--- src/rtl/smr_pkg.sv ---
package smr_pkg;
  parameter int unsigned SMR_DATA_W   = 24;
  parameter int unsigned SMR_RAMP_LEN = 1024;
  parameter int unsigned SMR_CHANNELS = 2;
  localparam int unsigned SMR_SHIFT   = $clog2(SMR_RAMP_LEN);
  localparam int unsigned SMR_GAIN_W  = SMR_SHIFT + 1;

  typedef logic [SMR_GAIN_W-1:0] gain_t;
endpackage

--- src/rtl/smr_gain_ctr.sv ---
module smr_gain_ctr
  import smr_pkg::*;
#(
  parameter int unsigned RAMP_LEN = SMR_RAMP_LEN,
  localparam int unsigned GW = $clog2(RAMP_LEN) + 1
) (
  input  logic          clk,
  input  logic          rst,
  input  logic          stb,
  input  logic          req,
  output logic [GW-1:0] gain_nxt,
  output logic          muted
);
  localparam logic [GW-1:0] UNITY = GW'(RAMP_LEN);

  logic [GW-1:0] gain_q;
  logic          at_floor;
  logic          at_top;

  assign at_floor = (gain_q == '0);
  assign at_top   = (gain_q == UNITY);

  always_comb begin
    gain_nxt = gain_q;
    if (stb) begin
      if (req && !at_floor)      gain_nxt = gain_q - 1'b1;
      else if (!req && !at_top)  gain_nxt = gain_q + 1'b1;
    end
  end

  always_ff @(posedge clk) begin
    if (rst) gain_q <= UNITY;
    else     gain_q <= gain_nxt;
  end

  assign muted = at_floor;

  AST_GAIN_RANGE: assert property (@(posedge clk) disable iff (rst)
    gain_q <= UNITY);
  AST_STEP_DOWN: assert property (@(posedge clk) disable iff (rst)
    (stb && req && gain_q != '0) |=> gain_q == $past(gain_q) - 1'b1);
  AST_FLOOR_HOLD: assert property (@(posedge clk) disable iff (rst)
    (stb && req && gain_q == '0) |=> gain_q == '0);
  AST_STEP_UP: assert property (@(posedge clk) disable iff (rst)
    (stb && !req && gain_q != UNITY) |=> gain_q == $past(gain_q) + 1'b1);
  AST_TOP_HOLD: assert property (@(posedge clk) disable iff (rst)
    (stb && !req && gain_q == UNITY) |=> gain_q == UNITY);
  AST_NO_STB_HOLD: assert property (@(posedge clk) disable iff (rst)
    !stb |=> gain_q == $past(gain_q));
endmodule

--- src/rtl/smr_scaler.sv ---
module smr_scaler
  import smr_pkg::*;
#(
  parameter int unsigned DATA_W   = SMR_DATA_W,
  parameter int unsigned RAMP_LEN = SMR_RAMP_LEN,
  localparam int unsigned SHIFT = $clog2(RAMP_LEN),
  localparam int unsigned GW    = SHIFT + 1,
  localparam int unsigned PW    = DATA_W + GW + 1
) (
  input  logic                     clk,
  input  logic                     rst,
  input  logic                     stb,
  input  logic [GW-1:0]            gain,
  input  logic signed [DATA_W-1:0] din,
  output logic signed [DATA_W-1:0] dout
);
  localparam logic [GW-1:0] UNITY = GW'(RAMP_LEN);

  // sample * gain / RAMP_LEN, truncated toward zero
  function automatic logic signed [DATA_W-1:0] scale_trunc(
      input logic signed [DATA_W-1:0] s, input logic [GW-1:0] g);
    logic signed [PW-1:0] prod;
    logic signed [PW-1:0] quo;
    prod = PW'(s) * $signed({1'b0, g});
    if (prod < 0) prod = prod + PW'((1 << SHIFT) - 1);
    quo = prod >>> SHIFT;
    return quo[DATA_W-1:0];
  endfunction

  always_ff @(posedge clk) begin
    if (rst)      dout <= '0;
    else if (stb) dout <= scale_trunc(din, gain);
  end

  AST_ZERO_AT_FLOOR: assert property (@(posedge clk) disable iff (rst)
    (stb && gain == '0) |=> dout == '0);
  AST_UNITY_PASS: assert property (@(posedge clk) disable iff (rst)
    (stb && gain == UNITY) |=> dout == $past(din));
  AST_OUT_HOLD: assert property (@(posedge clk) disable iff (rst)
    !stb |=> $stable(dout));
  AST_SIGN_KEPT: assert property (@(posedge clk) disable iff (rst)
    (stb && din >= 0) |=> dout >= 0);
endmodule

--- src/rtl/soft_mute_ramp.sv ---
module soft_mute_ramp
  import smr_pkg::*;
#(
  parameter int unsigned DATA_W   = SMR_DATA_W,
  parameter int unsigned RAMP_LEN = SMR_RAMP_LEN,
  localparam int unsigned GW = $clog2(RAMP_LEN) + 1
) (
  input  logic                     clk,
  input  logic                     rst,
  input  logic                     frame_stb,
  input  logic                     mute_req,
  input  logic signed [DATA_W-1:0] in_left,
  input  logic signed [DATA_W-1:0] in_right,
  output logic signed [DATA_W-1:0] out_left,
  output logic signed [DATA_W-1:0] out_right,
  output logic                     muted
);
  localparam int unsigned NCH = SMR_CHANNELS;

  logic [GW-1:0]            gain_nxt;
  logic signed [DATA_W-1:0] ch_in  [NCH];
  logic signed [DATA_W-1:0] ch_out [NCH];

  assign ch_in[0] = in_left;
  assign ch_in[1] = in_right;

  smr_gain_ctr #(.RAMP_LEN(RAMP_LEN)) u_gain (
    .clk      (clk),
    .rst      (rst),
    .stb      (frame_stb),
    .req      (mute_req),
    .gain_nxt (gain_nxt),
    .muted    (muted)
  );

  for (genvar c = 0; c < NCH; c++) begin : g_ch
    smr_scaler #(.DATA_W(DATA_W), .RAMP_LEN(RAMP_LEN)) u_scale (
      .clk  (clk),
      .rst  (rst),
      .stb  (frame_stb),
      .gain (gain_nxt),
      .din  (ch_in[c]),
      .dout (ch_out[c])
    );
  end

  assign out_left  = ch_out[0];
  assign out_right = ch_out[1];

  AST_MUTED_SILENT: assert property (@(posedge clk) disable iff (rst)
    muted |-> (out_left == '0 && out_right == '0));
  AST_MUTED_ONLY_BY_REQ: assert property (@(posedge clk) disable iff (rst)
    $rose(muted) |-> $past(mute_req) && $past(frame_stb));
  AST_UNMUTE_ONLY_BY_REQ: assert property (@(posedge clk) disable iff (rst)
    $fell(muted) |-> !$past(mute_req) && $past(frame_stb));
endmodule

--- config.mk ---
export PLATFORM = sky130hd
export DESIGN_NAME = soft_mute_ramp
export DESIGN_NICKNAME = d
export VERILOG_FILES = /design/src/rtl/smr_pkg.sv /design/src/rtl/smr_gain_ctr.sv /design/src/rtl/smr_scaler.sv /design/src/rtl/soft_mute_ramp.sv
export SDC_FILE = /design/constraint.sdc
export NUM_CORES = 1
export LEC_CHECK = 0
export BUFFER_PORTS_ARGS = -buffer_cell sky130_fd_sc_hd__buf_4
export CAP_MARGIN = 20
export CORE_MARGIN = 4
export CORE_UTILIZATION = 42
export DETAILED_ROUTE_END_ITERATION = 7
export HOLD_SLACK_MARGIN = 0.1
export PLACE_DENSITY = 0.63
export RECOVER_POWER = 100
export SYNTH_ARGS = -nofsm -noshare
export SYNTH_HDL_FRONTEND = slang
export SYNTH_HIERARCHICAL = 1
export SYNTH_SLANG_ARGS = --single-unit
--- constraint.sdc ---
create_clock -name clk -period 10.99 [get_ports clk]
set_input_delay 2.7475 -clock clk [delete_from_list [all_inputs] [get_ports clk]]
set_output_delay 2.7475 -clock clk [all_outputs]
set_load 0.1 [all_outputs]
== Word level (Yosys, flattened, before mapping) ==
Index checks and enable logic that the tools add are counted.

* Logic and storage cells: 23
* Register bits: 59
* Bits of input ports: 52
* Output and inout bits: 49

* Add/subtract/negate cells: 4
* Multiplexer cells: 5
* $mul: 2
* $lt $le $gt $ge: 2
* Reductions and logical operators: 6
* Equality and inequality tests: 1

{| class="wikitable"
|+ Operator list
! kind !! number
|-
| 36-bit by 1-bit < comparator with 1-bit output, second input constant || 2
|-
| 24-bit by 12-bit multiplier with 36-bit output || 2
|-
| 34-bit by 11-bit adder with 34-bit output, second input constant || 2
|-
| 34-bit 2-to-1 mux || 2
|-
| 11-bit 2-to-1 mux || 3
|-
| 11-bit by 1-bit adder with 11-bit output, second input constant || 1
|-
| 11-bit == test, second input constant || 1
|-
| 11-bit logical NOT || 1
|-
| 11-bit by 1-bit subtractor with 11-bit output, second input constant || 1
|-
| 1-bit logical NOT || 3
|-
| 1-bit logical AND || 2
|}

== Longest topological paths before layout ==
Gate-level depths: netlist of run 1.

* Word-level depth: 9
* Depth in mapped cells: 32
* Depth with buffers taken out: 28

== Hierarchy ==
Netlist of run 1, hierarchy kept.

{| class="wikitable"
|+ Modules (own cells, without submodules)
! module !! times used !! area each (µm²) !! seq. area each (µm²) !! cells each
|-
| smr_scaler (g_ch[0].u_scale) || 1 || 11438.5 || 480.5 || 1373
|-
| smr_scaler (g_ch[1].u_scale) || 1 || 11131.9 || 480.5 || 1339
|-
| smr_gain_ctr || 1 || 912.1 || 220.2 || 111
|}

== Worst setup path before layout of run 1 ==
OpenSTA, ideal clock, no wires.

* Path type: input to register
* Start: input port mute_req
* End: register g_ch[1].u_scale.dout[20]
* Stages on the path: 26
* Slack: 0.464 ns
* Required time: 10.899 ns
* Path buffers: 3
* Arrival: 10.435 ns
* Library setup time: 0.091 ns
* Cells stage by stage: clkbuf_1 or3b_2 nor4_1 a32oi_2 xnor2_1 clkbuf_1 nand2_1 fa_1 fa_1 inv_1 fa_1 fa_1 inv_1 fa_1 inv_1 ha_1 buf_6 a21o_1 or2_4 o21a_1 o41ai_1 xor2_1 or4_4 or4_4 or4_1 a311oi_1

* Longest elaborated chain between the ends: 8
* Elaborated cells between the ends (all ways): 10
* Those cells by class: add/sub (1); mul (1); order compare (1); mux (4); reduce/logical (3)

{| class="wikitable"
|+ Ends and longest elaborated chain
! item !! RTL line !! source
|-
| start, declared || soft_mute_ramp.sv:11 || <nowiki>input logic mute_req,</nowiki>
|-
| 1-bit logical NOT || smr_gain_ctr.sv:27 || <nowiki>else if (!req && !at_top) gain_nxt = gain_q + 1'b1;</nowiki>
|-
| 1-bit logical AND || smr_gain_ctr.sv:27 ||
|-
| 11-bit 2-to-1 mux || smr_gain_ctr.sv:27 ||
|-
| 11-bit 2-to-1 mux * || smr_gain_ctr.sv:26 || <nowiki>if (req && !at_floor) gain_nxt = gain_q - 1'b1;</nowiki>
|-
| 11-bit 2-to-1 mux * || smr_gain_ctr.sv:25 || <nowiki>if (stb) begin</nowiki>
|-
| net gain_nxt[7] || soft_mute_ramp.sv:20 || <nowiki>logic [GW-1:0] gain_nxt;</nowiki>
|-
| 24-bit by 12-bit multiplier with 36-bit output * || smr_scaler.sv:24 || <nowiki>prod = PW'(s) * $signed({1'b0, g});</nowiki>
|-
| 34-bit by 11-bit adder with 34-bit output or 36-bit by 1-bit < comparator with 1-bit output (tied branches) || smr_scaler.sv:25 || <nowiki>if (prod < 0) prod = prod + PW'((1 << SHIFT) - 1);</nowiki>
|-
| 34-bit 2-to-1 mux * || smr_scaler.sv:25 ||
|-
| end signal, assigned || smr_scaler.sv:32 || <nowiki>else if (stb) dout <= scale_trunc(din, gain);</nowiki>
|-
| end, declared || smr_scaler.sv:15 || <nowiki>output logic signed [DATA_W-1:0] dout</nowiki>
|}

Mark *: on every way through the listed nets, which the timed path passes. The rest lies on a longest branch.
A chain may end at the register's enable or synchronous reset.

== Worst setup path after layout of run 1 ==
Same ends and word-level chain as after synthesis.

==> flow_metrics.tcl, run 1 <==
set metrics [dict create \
    ys.flop_type "dfxtp_1" \
    endpoint_kind "register" \
    postCtsSetupBuffers 0 \
    cp_max_fo 13 \
    r2r_cells 26 \
    drive_above_1_share 0.0616 \
    relSlewSlack 0.178 \
    r2r_end "g_ch[1].u_scale/dout[20]" \
    fp.coreArea_um2 55200 \
    final_antenna_net_count 0 \
    drv_cap 0 \
    cts_tree "done" \
    finalCritPeriodShare 0.960 \
    cts-buffers-inserted 9 \
    ctsHoldBuffers 0 \
    nets 3513 \
    die_y_um 244 \
    slowest_stage "or4_4" \
    crit_family "adder cells" \
    yosysTopAreaCell "fa_1" \
    hold_violations 0 \
    syn_nets 3499 \
    path_buf_inv 5 \
    yosysWarningCount 6 \
    synth_area_leaders "fa_1 40%, inv_1 10%, ha_1 8.4%" \
    synth.most_common_cell "inv_1" \
    grt_pass1_wl_um 105000 \
    synth_mux_area_frac 0.00394 \
    drt_iter0_drc 951 \
    critPathKind "input port to register" \
    vias 18900 \
    crit_top_cell "fa_1" \
    synth_cell_types 108 \
    ctsRootBufferMaster "clkbuf_16" \
    yosys.area.top_type_share 0.397 \
    ys_ff_latch 59 \
    cpPeakStageDelay_ns 0.62 \
    dpl.hpwl_um 51600 \
    rows 86 \
    grt.total_usage 0.211 \
    tightest_slew_ns 1.24 \
    synth_edf_count 0 \
    gp_congestion 0.893 \
    antenna_found_initial 2 \
    yosysSeqAreaShare 0.0503 \
    ff2ff_setup_slack_ns 1.87 \
    synth_top_family_by_area "adder cells" \
    finalMaxSlewViolations 0 \
    async_flop_share 0 \
    synth-simple-area-share 0.194 \
    r2r_start "u_gain/gain_q[1]" \
    fmax_mhz 94.8 \
    cts.repair.resized 0 \
    ios 101 \
    clk_pin_slew_worst_paths_ns 0.06 \
    start_kind "input port" \
    netlist_area_um2 23500 \
    dr.pass1.iters 7 \
    status "finished, final reports clean" \
    numPortBuffers 100 \
    grt_pass1_vias 21000 \
    worstPathRequired_ns 11.25 \
    grt_overflow 0 \
    clk_latency_ns 0.35 \
    synthCells 2823 \
    synth_common_cells "631 x inv_1, 466 x fa_1, 448 x nand2_1" \
    finalSetupViolations 0 \
    wire_per_inst_um 16.9 \
    via_per_inst 5.28 \
    tns_ns 0 \
    worstHoldPathType "register to register" \
    cts_buffer_depth 2 \
    instances_no_fill 3591 \
    die_w_um 244 \
    die_area_um2 59800 \
    areaGrowthSynthToFinish_pct 7.00 \
    synthAdderAreaFrac 0.481 \
    ctsHtreeMaxLevel 3 \
    min_period_ns 10.55 \
    wl_um 60800 \
    start_util 0.425 \
    path_depth 25 \
    dp_cells 3574 \
    worstPathArrival_ns 10.81 \
    rsz0062_at_grt "false" \
    cts.sinks 59 \
    drc 0 \
    synth_xor_area_frac 0.0343 \
    critPathLaunch "mute_req" \
    synth-compound-area-share 0.110 \
    synth.avg_cell_area_um2 8.32 \
    clock_skew_ns 0.00925 \
    grt_max_degree 65 \
    critPathCapture "g_ch[1].u_scale/dout[20]" \
]
==> worst register-to-register path, delay by kind of cell (launching register included) <==
kind | cells | cell delay [ns]
adders and majority gates | 7 | 3.17
and+or+nand+nor | 7 | 3.00
AOI/OAI and AO/OA | 7 | 1.71
buffers and inverters | 5 | 0.77
DFF | 1 | 0.38
==> area by class of cell <==
cell class              count  area [um^2]
fillers                  5464        30100
multi-input cells        1993        19400
repair buffers            143          940
inverters                 631         2370
diodes                      1         2.50
flip-flops and latches     59         1180
clock inverters             7         83.8
well taps                 748          936
clock buffers               9          225
==> placed cells by master (no fill, tap or decap), drive strengths merged, types with 40 or more instances in the layout <==
cell type	instances
a21oi	74
nand2	449
buf	94
xnor2	58
ha	158
nor2	103
nor3	40
and2	164
inv	634
clkbuf	58
o21ai	56
dfxtp	59
fa	466
a211oi	44
==> per-layer routing <==
layer,vias to the layer above,wire [um],global-route usage,part of all wire
met5,-,10,0,0.00016
met4,2,1720,0.0611,0.028
met3,127,2290,0.0263,0.038
met2,466,32600,0.401,0.54
met1,9555,24200,0.249,0.40
li1,8798,-,-,-
==> metrics by stage <==
stage               instance area (um^2)  setup slack (ns)  hold WS [ns]  utilization
CTS                                25400             0.501         0.489        0.459
finish                             25100             0.442         0.482        0.455
global placement                   25100             0.249         0.481        0.454
detailed placement                 25100             0.151         0.481        0.454
global route                       25100            0.0158         0.505        0.455
floorplan                          23500             0.464         0.638            -
==> sequential cells by signal, summed over array words and instances, names as in the netlist <==
| signal | cells |
|---|---|
| u_gain/gain_q | 11 |
| g_ch.u_scale/dout | 48 |
==> worst min path at each step <==
| stage | start | endpoint | cells past startpoint |
|---|---|---|---|
| final | g_ch[1].u_scale/dout[10] | g_ch[1].u_scale/dout[10] | 2 |
| after global routing | g_ch[1].u_scale/dout[11] | g_ch[1].u_scale/dout[11] | 2 |
| after CTS | g_ch[1].u_scale/dout[10] | g_ch[1].u_scale/dout[10] | 2 |
| after detailed placement | g_ch[1].u_scale/dout[10] | g_ch[1].u_scale/dout[10] | 2 |
| after global placement | g_ch[1].u_scale/dout[5] | g_ch[1].u_scale/dout[5] | 2 |
| after floorplan | u_gain/gain_q[3] | u_gain/gain_q[3] | 3 |
==> logic make-up after synthesis <==
family                   Yosys count
AND/OR/NAND/NOR                  927
buffers and inverters            771
adder cells (fa/ha/maj)          624
AO/OA/AOI/OAI                    341
XOR/XNOR                          92
flip-flops                        59
multiplexers                       9
Power of run 1 is left out: the tool's default activity adds up to more than one toggle a clock period on the data nets, which glitch-free logic cannot reach.
==> run 2: changes to the inputs <==
Settings changed: ABC_AREA set to 1.
==> run 2 against run 1 <==
  * Via count grew 12%
  * Clock-buffer cell count grew 1
  * Global-route usage grew 0.16 points
  * Critical path depth grew 12
  * Sequential cell count is the same
  * Area after synthesis grew 5.2%
  * Setup slack gained 0.78 ns
  * Register-to-register slack gained 0.96 ns
  * Critical endpoint is now g_ch[0].u_scale/dout[21]
==> flow_metrics.tcl, run 2 <==
set metrics [dict create \
    cts_tree "done" \
    postCtsSetupBuffers 0 \
    cpPeakStageDelay_ns 0.64 \
    synthCells 3627 \
    endpoint_kind "register" \
    clock_skew_ns 0.00839 \
    grt_pass1_vias 22600 \
    tns_ns 0 \
    gp_congestion 0.922 \
    synth_common_cells "1138 x nand2_1, 1007 x inv_1, 466 x fa_1" \
    clk_latency_ns 0.35 \
    nets 4320 \
    synth.most_common_cell "nand2_1" \
    cts.sinks 59 \
    drive_above_1_share 0.0444 \
    yosysSeqAreaShare 0.0478 \
    areaGrowthSynthToFinish_pct 6.05 \
    cts-buffers-inserted 9 \
    vias 21200 \
    final_antenna_net_count 0 \
    rsz0062_at_grt "false" \
    wl_um 64500 \
    finalMaxSlewViolations 0 \
    numPortBuffers 100 \
    yosysTopAreaCell "fa_1" \
    synth.avg_cell_area_um2 6.81 \
    worstHoldPathType "register to register" \
    drv_cap 0 \
    ctsHtreeMaxLevel 3 \
    finalSetupViolations 0 \
    drt_iter0_drc 953 \
    grt_pass1_wl_um 110000 \
    final_cell_mix "1130 x nand2_1, 1010 x inv_1, 466 x fa_1" \
    hold_violations 0 \
    tightest_slew_ns 1.25 \
    cts.repair.resized 0 \
    grt_max_degree 46 \
    die_y_um 251 \
    largest_registers "g_ch.u_scale/dout (48), u_gain/gain_q (11)" \
    n_fill_cell 6162 \
    fmax_mhz 102 \
    cp_max_fo 27 \
    critPathKind "input port to register" \
    final_common_cell "nand2_1" \
    dr.pass1.iters 5 \
    ys.flop_type "dfxtp_1" \
    worstPathRequired_ns 11.23 \
    min_period_ns 9.77 \
    wire_per_inst_um 14.6 \
    die_w_um 251 \
    syn_nets 4303 \
    clk_pin_slew_worst_paths_ns 0.06 \
    via_per_inst 4.80 \
    fp.coreArea_um2 58000 \
    synth_area_leaders "fa_1 38%, nand2_1 17%, inv_1 15%" \
    drc 0 \
    ctsHoldBuffers 0 \
    cts_buffer_depth 2 \
    crit_top_cell "nand2_1" \
    relSlewSlack 0.173 \
    worstPathArrival_ns 10.02 \
    start_kind "input port" \
    largest_reg_flops 48 \
    status "finished, final reports clean" \
    synth_edf_count 0 \
    ys_ff_latch 59 \
    dpl.hpwl_um 54900 \
    rows 88 \
    start_util 0.426 \
    ios 101 \
    synth_cell_types 49 \
    ctsRootBufferMaster "clkbuf_16" \
    die_area_um2 62800 \
    yosys.area.top_type_share 0.377 \
    yosysWarningCount 6 \
    top_register "g_ch.u_scale/dout" \
    finalCritPeriodShare 0.889 \
    antenna_found_initial 2 \
    async_flop_share 0 \
    slowest_stage "nand2_2" \
    grt_overflow 0 \
    netlist_area_um2 24700 \
    grt.total_usage 0.213 \
]
==> run 2: changes by cell type after synthesis, moves of 17 or more <==
cell	delta
nand3_1	+101
nand2_1	+690
nor2b_1	-17
a211oi_1	-39
a21oi_1	+20
nor2_1	+93
nor3_1	-21
nand2_2	+18
and2_1	-159
xnor2_1	-37
inv_1	+376
nor4_1	-23
==> run 2: kinds of logic (layout without fill, tap and decap cells) <==
kind of cell	Yosys count	in the layout	synth area share
DFF	59	59	0.0478
and+or+nand+nor	1591	1591	0.266
other	0	1	0
AOI/OAI and AO/OA	166	166	0.0365
xor gates and xnor gates	48	48	0.0179
buffers and inverters	1139	1161	0.174
adders and majority gates	624	624	0.457
==> run 2: worst paths after layout <==
| check | start | end | slack (ns) | cells past startpoint |
|---|---|---|---|---|
| hold reg to reg | g_ch[0].u_scale/dout[0] | g_ch[0].u_scale/dout[0] | 0.46 | 2 |
| hold / removal | g_ch[0].u_scale/dout[0] | g_ch[0].u_scale/dout[0] | 0.46 | 2 |
| setup / recovery | mute_req | g_ch[0].u_scale/dout[21] | 1.22 | 37 |
| setup reg to reg | u_gain/gain_q[0] | g_ch[0].u_scale/dout[21] | 2.83 | 40 |
==> run 2: critical path, delay by kind of cell <==
kind                       cells  cell delay, ns
adders and majority gates      6            2.93
and+or+nand+nor               18            2.43
buffers and inverters         11            1.45
AOI/OAI and AO/OA              2            0.45
==> run 2: metrics by stage <==
step | cell area, um^2 | std cells | setup slack (ns) | util | hold slack, ns
floorplan | 24700 | 3627 | 2.43 | - | 0.500
global placement | 26200 | 4398 | 1.23 | 0.451 | 0.460
detailed placement | 26200 | 4398 | 1.18 | 0.451 | 0.465
CTS | 26500 | 4414 | 1.53 | 0.456 | 0.475
global route | 26200 | 4414 | 0.579 | 0.452 | 0.511
finish | 26200 | 4415 | 1.22 | 0.452 | 0.465
==> run 2: final cells by class <==
cell class | count | area [um^2] | area share
Multi-Input combinational cell | 2429 | 19200 | 0.732
Inverter | 1025 | 3850 | 0.147
Clock buffer | 10 | 239 | 0.00912
Clock inverter | 6 | 63.8 | 0.00243
Sequential cell | 59 | 1180 | 0.0451
Antenna cell | 1 | 2.50 | 0.0000955
Tap cell | 765 | 957 | 0.0365
Timing Repair Buffer | 120 | 726 | 0.0277
==> run 2: metal layers <==
layer | track usage | part of all wire | vias up
li1 | - | - | 10400
met1 | 0.249 | 0.41 | 10300
met2 | 0.409 | 0.53 | 375
met3 | 0.0228 | 0.031 | 132
met4 | 0.0617 | 0.030 | 2
met5 | 0 | 0.00011 | -
Power of run 2 is left out for the same reason.
==> run 3: changes to the inputs <==
Settings changed: RECOVER_POWER 100 to 50.
==> run 3 against run 2 <==
  * Setup slack better by 0.18 ns
  * Clock skew about the same
  * Hold slack barely moved
  * Critical endpoint is now g_ch[1].u_scale/dout[11]
  * Critical path depth decreased by 4
  * Final cell count did not move
==> flow_metrics.tcl, run 3 (same netlist as run 2, synthesis figures left out) <==
set metrics [dict create \
    n_fill_cell 6148 \
    met1_length_um 26500 \
    cts-buffers-inserted 9 \
    cp_max_fo 26 \
    drt_iter0_drc 960 \
    top_layer "met5" \
    endpoint_kind "register" \
    top_register "g_ch.u_scale/dout" \
    hold_violations 0 \
    drc 0 \
    postCtsSetupBuffers 0 \
    final_cell_mix "1129 x nand2_1, 1007 x inv_1, 466 x fa_1" \
    grt_overflow 0 \
    r2r_start "u_gain/gain_q[0]" \
    worstHoldPathType "register to register" \
    fp.coreArea_um2 58000 \
    wl_met2_um 34100 \
    die_w_um 251 \
    start_util 0.426 \
    critPathLaunch "mute_req" \
    clk_pin_slew_worst_paths_ns 0.06 \
    largest_registers "g_ch.u_scale/dout (48), u_gain/gain_q (11)" \
    grt_pass1_vias 22600 \
    dr.pass1.iters 6 \
    drv_cap 0 \
    start_kind "input port" \
    tns_ns 0 \
    cts_buffer_depth 2 \
    finalMaxSlewViolations 0 \
    finalSetupViolations 0 \
    final_antenna_net_count 0 \
    cts.repair.resized 0 \
    status "finished, final reports clean" \
    worstPathArrival_ns 9.82 \
    rsz0062_at_grt "false" \
    die_y_um 251 \
    dpl.hpwl_um 54900 \
    finalCritPeriodShare 0.873 \
    grt_max_degree 46 \
    wl_um 64600 \
    rows 88 \
    areaGrowthSynthToFinish_pct 6.32 \
    largest_reg_flops 48 \
    ios 101 \
    final_common_cell "nand2_1" \
    cpPeakStageDelay_ns 0.64 \
    fmax_mhz 104 \
    critPathCapture "g_ch[1].u_scale/dout[11]" \
    via_per_inst 4.81 \
    min_period_ns 9.59 \
    clock_skew_ns 0.00829 \
    critPathKind "input port to register" \
    antenna_found_initial 2 \
    numPortBuffers 100 \
    gp_congestion 0.922 \
    grt.total_usage 0.213 \
    slowest_stage "nand2_2" \
    r2r_end "g_ch[1].u_scale/dout[11]" \
    die_area_um2 62800 \
    nets 4320 \
    vias 21200 \
    clk_latency_ns 0.35 \
    placed_area_um2 26200 \
    cts_tree "done" \
    ctsRootBufferMaster "clkbuf_16" \
    worstPathRequired_ns 11.21 \
    grt_pass1_wl_um 110000 \
    stdcell_area_um2 26300 \
    dr_wl_met3_um 2090 \
    ff2ff_setup_slack_ns 3.01 \
    ctsHoldBuffers 0 \
    cts.sinks 59 \
    relSlewSlack 0.177 \
    r2r_cells 36 \
    crit_top_cell "nand2_1" \
    tightest_slew_ns 1.24 \
    drive_above_1_share 0.0491 \
    ctsHtreeMaxLevel 3 \
    wire_per_inst_um 14.6 \
]
[run 3: changes by cell type in the layout (fill, tap and decap cells not counted), sizes merged]
cell	before	now
buf	70	76
clkbuf	60	54
[run 3: worst min-delay path by stage]
stage          cells past startpoint                    start                      end  slack [ns]
6_report                           2  g_ch[0].u_scale/dout[0]  g_ch[0].u_scale/dout[0]        0.46
2_1_floorplan                      2        u_gain/gain_q[10]        u_gain/gain_q[10]        0.50
3_3_place_gp                       2  g_ch[0].u_scale/dout[0]  g_ch[0].u_scale/dout[0]        0.46
4_1_cts                            2  g_ch[0].u_scale/dout[0]  g_ch[0].u_scale/dout[0]        0.48
5_1_grt                            2  g_ch[0].u_scale/dout[0]  g_ch[0].u_scale/dout[0]        0.51
3_5_place_dp                       2  g_ch[0].u_scale/dout[0]  g_ch[0].u_scale/dout[0]        0.47
[run 3: metal layers]
layer  GRT usage  vias up
li1            -    10400
met1       0.249    10300
met2       0.409      360
met3      0.0228      134
met4      0.0617        2
met5           0        -
[run 3: final cells by class]
class | instances | area (um^2) | area share
antenna | 1 | 2.50 | 0.0000952
clock inverter | 6 | 63.8 | 0.00243
multi-input combinational | 2429 | 19200 | 0.732
inverter | 1025 | 3850 | 0.146
clock buffer | 10 | 239 | 0.00909
sequential | 59 | 1180 | 0.0450
tap | 765 | 957 | 0.0364
timing repair buffer | 120 | 748 | 0.0285
[run 3: through the flow]
stage / std cells / hold WS, ns / utilization / setup WS, ns
floorplan: 3627 / 0.500 / - / 2.43
global placement: 4398 / 0.460 / 0.451 / 1.23
detailed placement: 4398 / 0.465 / 0.451 / 1.18
CTS: 4414 / 0.475 / 0.456 / 1.53
global route: 4414 / 0.511 / 0.453 / 0.819
finish: 4415 / 0.465 / 0.453 / 1.40
[run 3: worst max-delay path, delay by kind of cell]
kind,cells,cell delay (ns)
fa+ha+maj,6,2.87
simple gates,17,2.69
buf+inv,8,1.09
xor+xnor,1,0.27
compound gates,1,0.10
Power of run 3 is left out for the same reason.
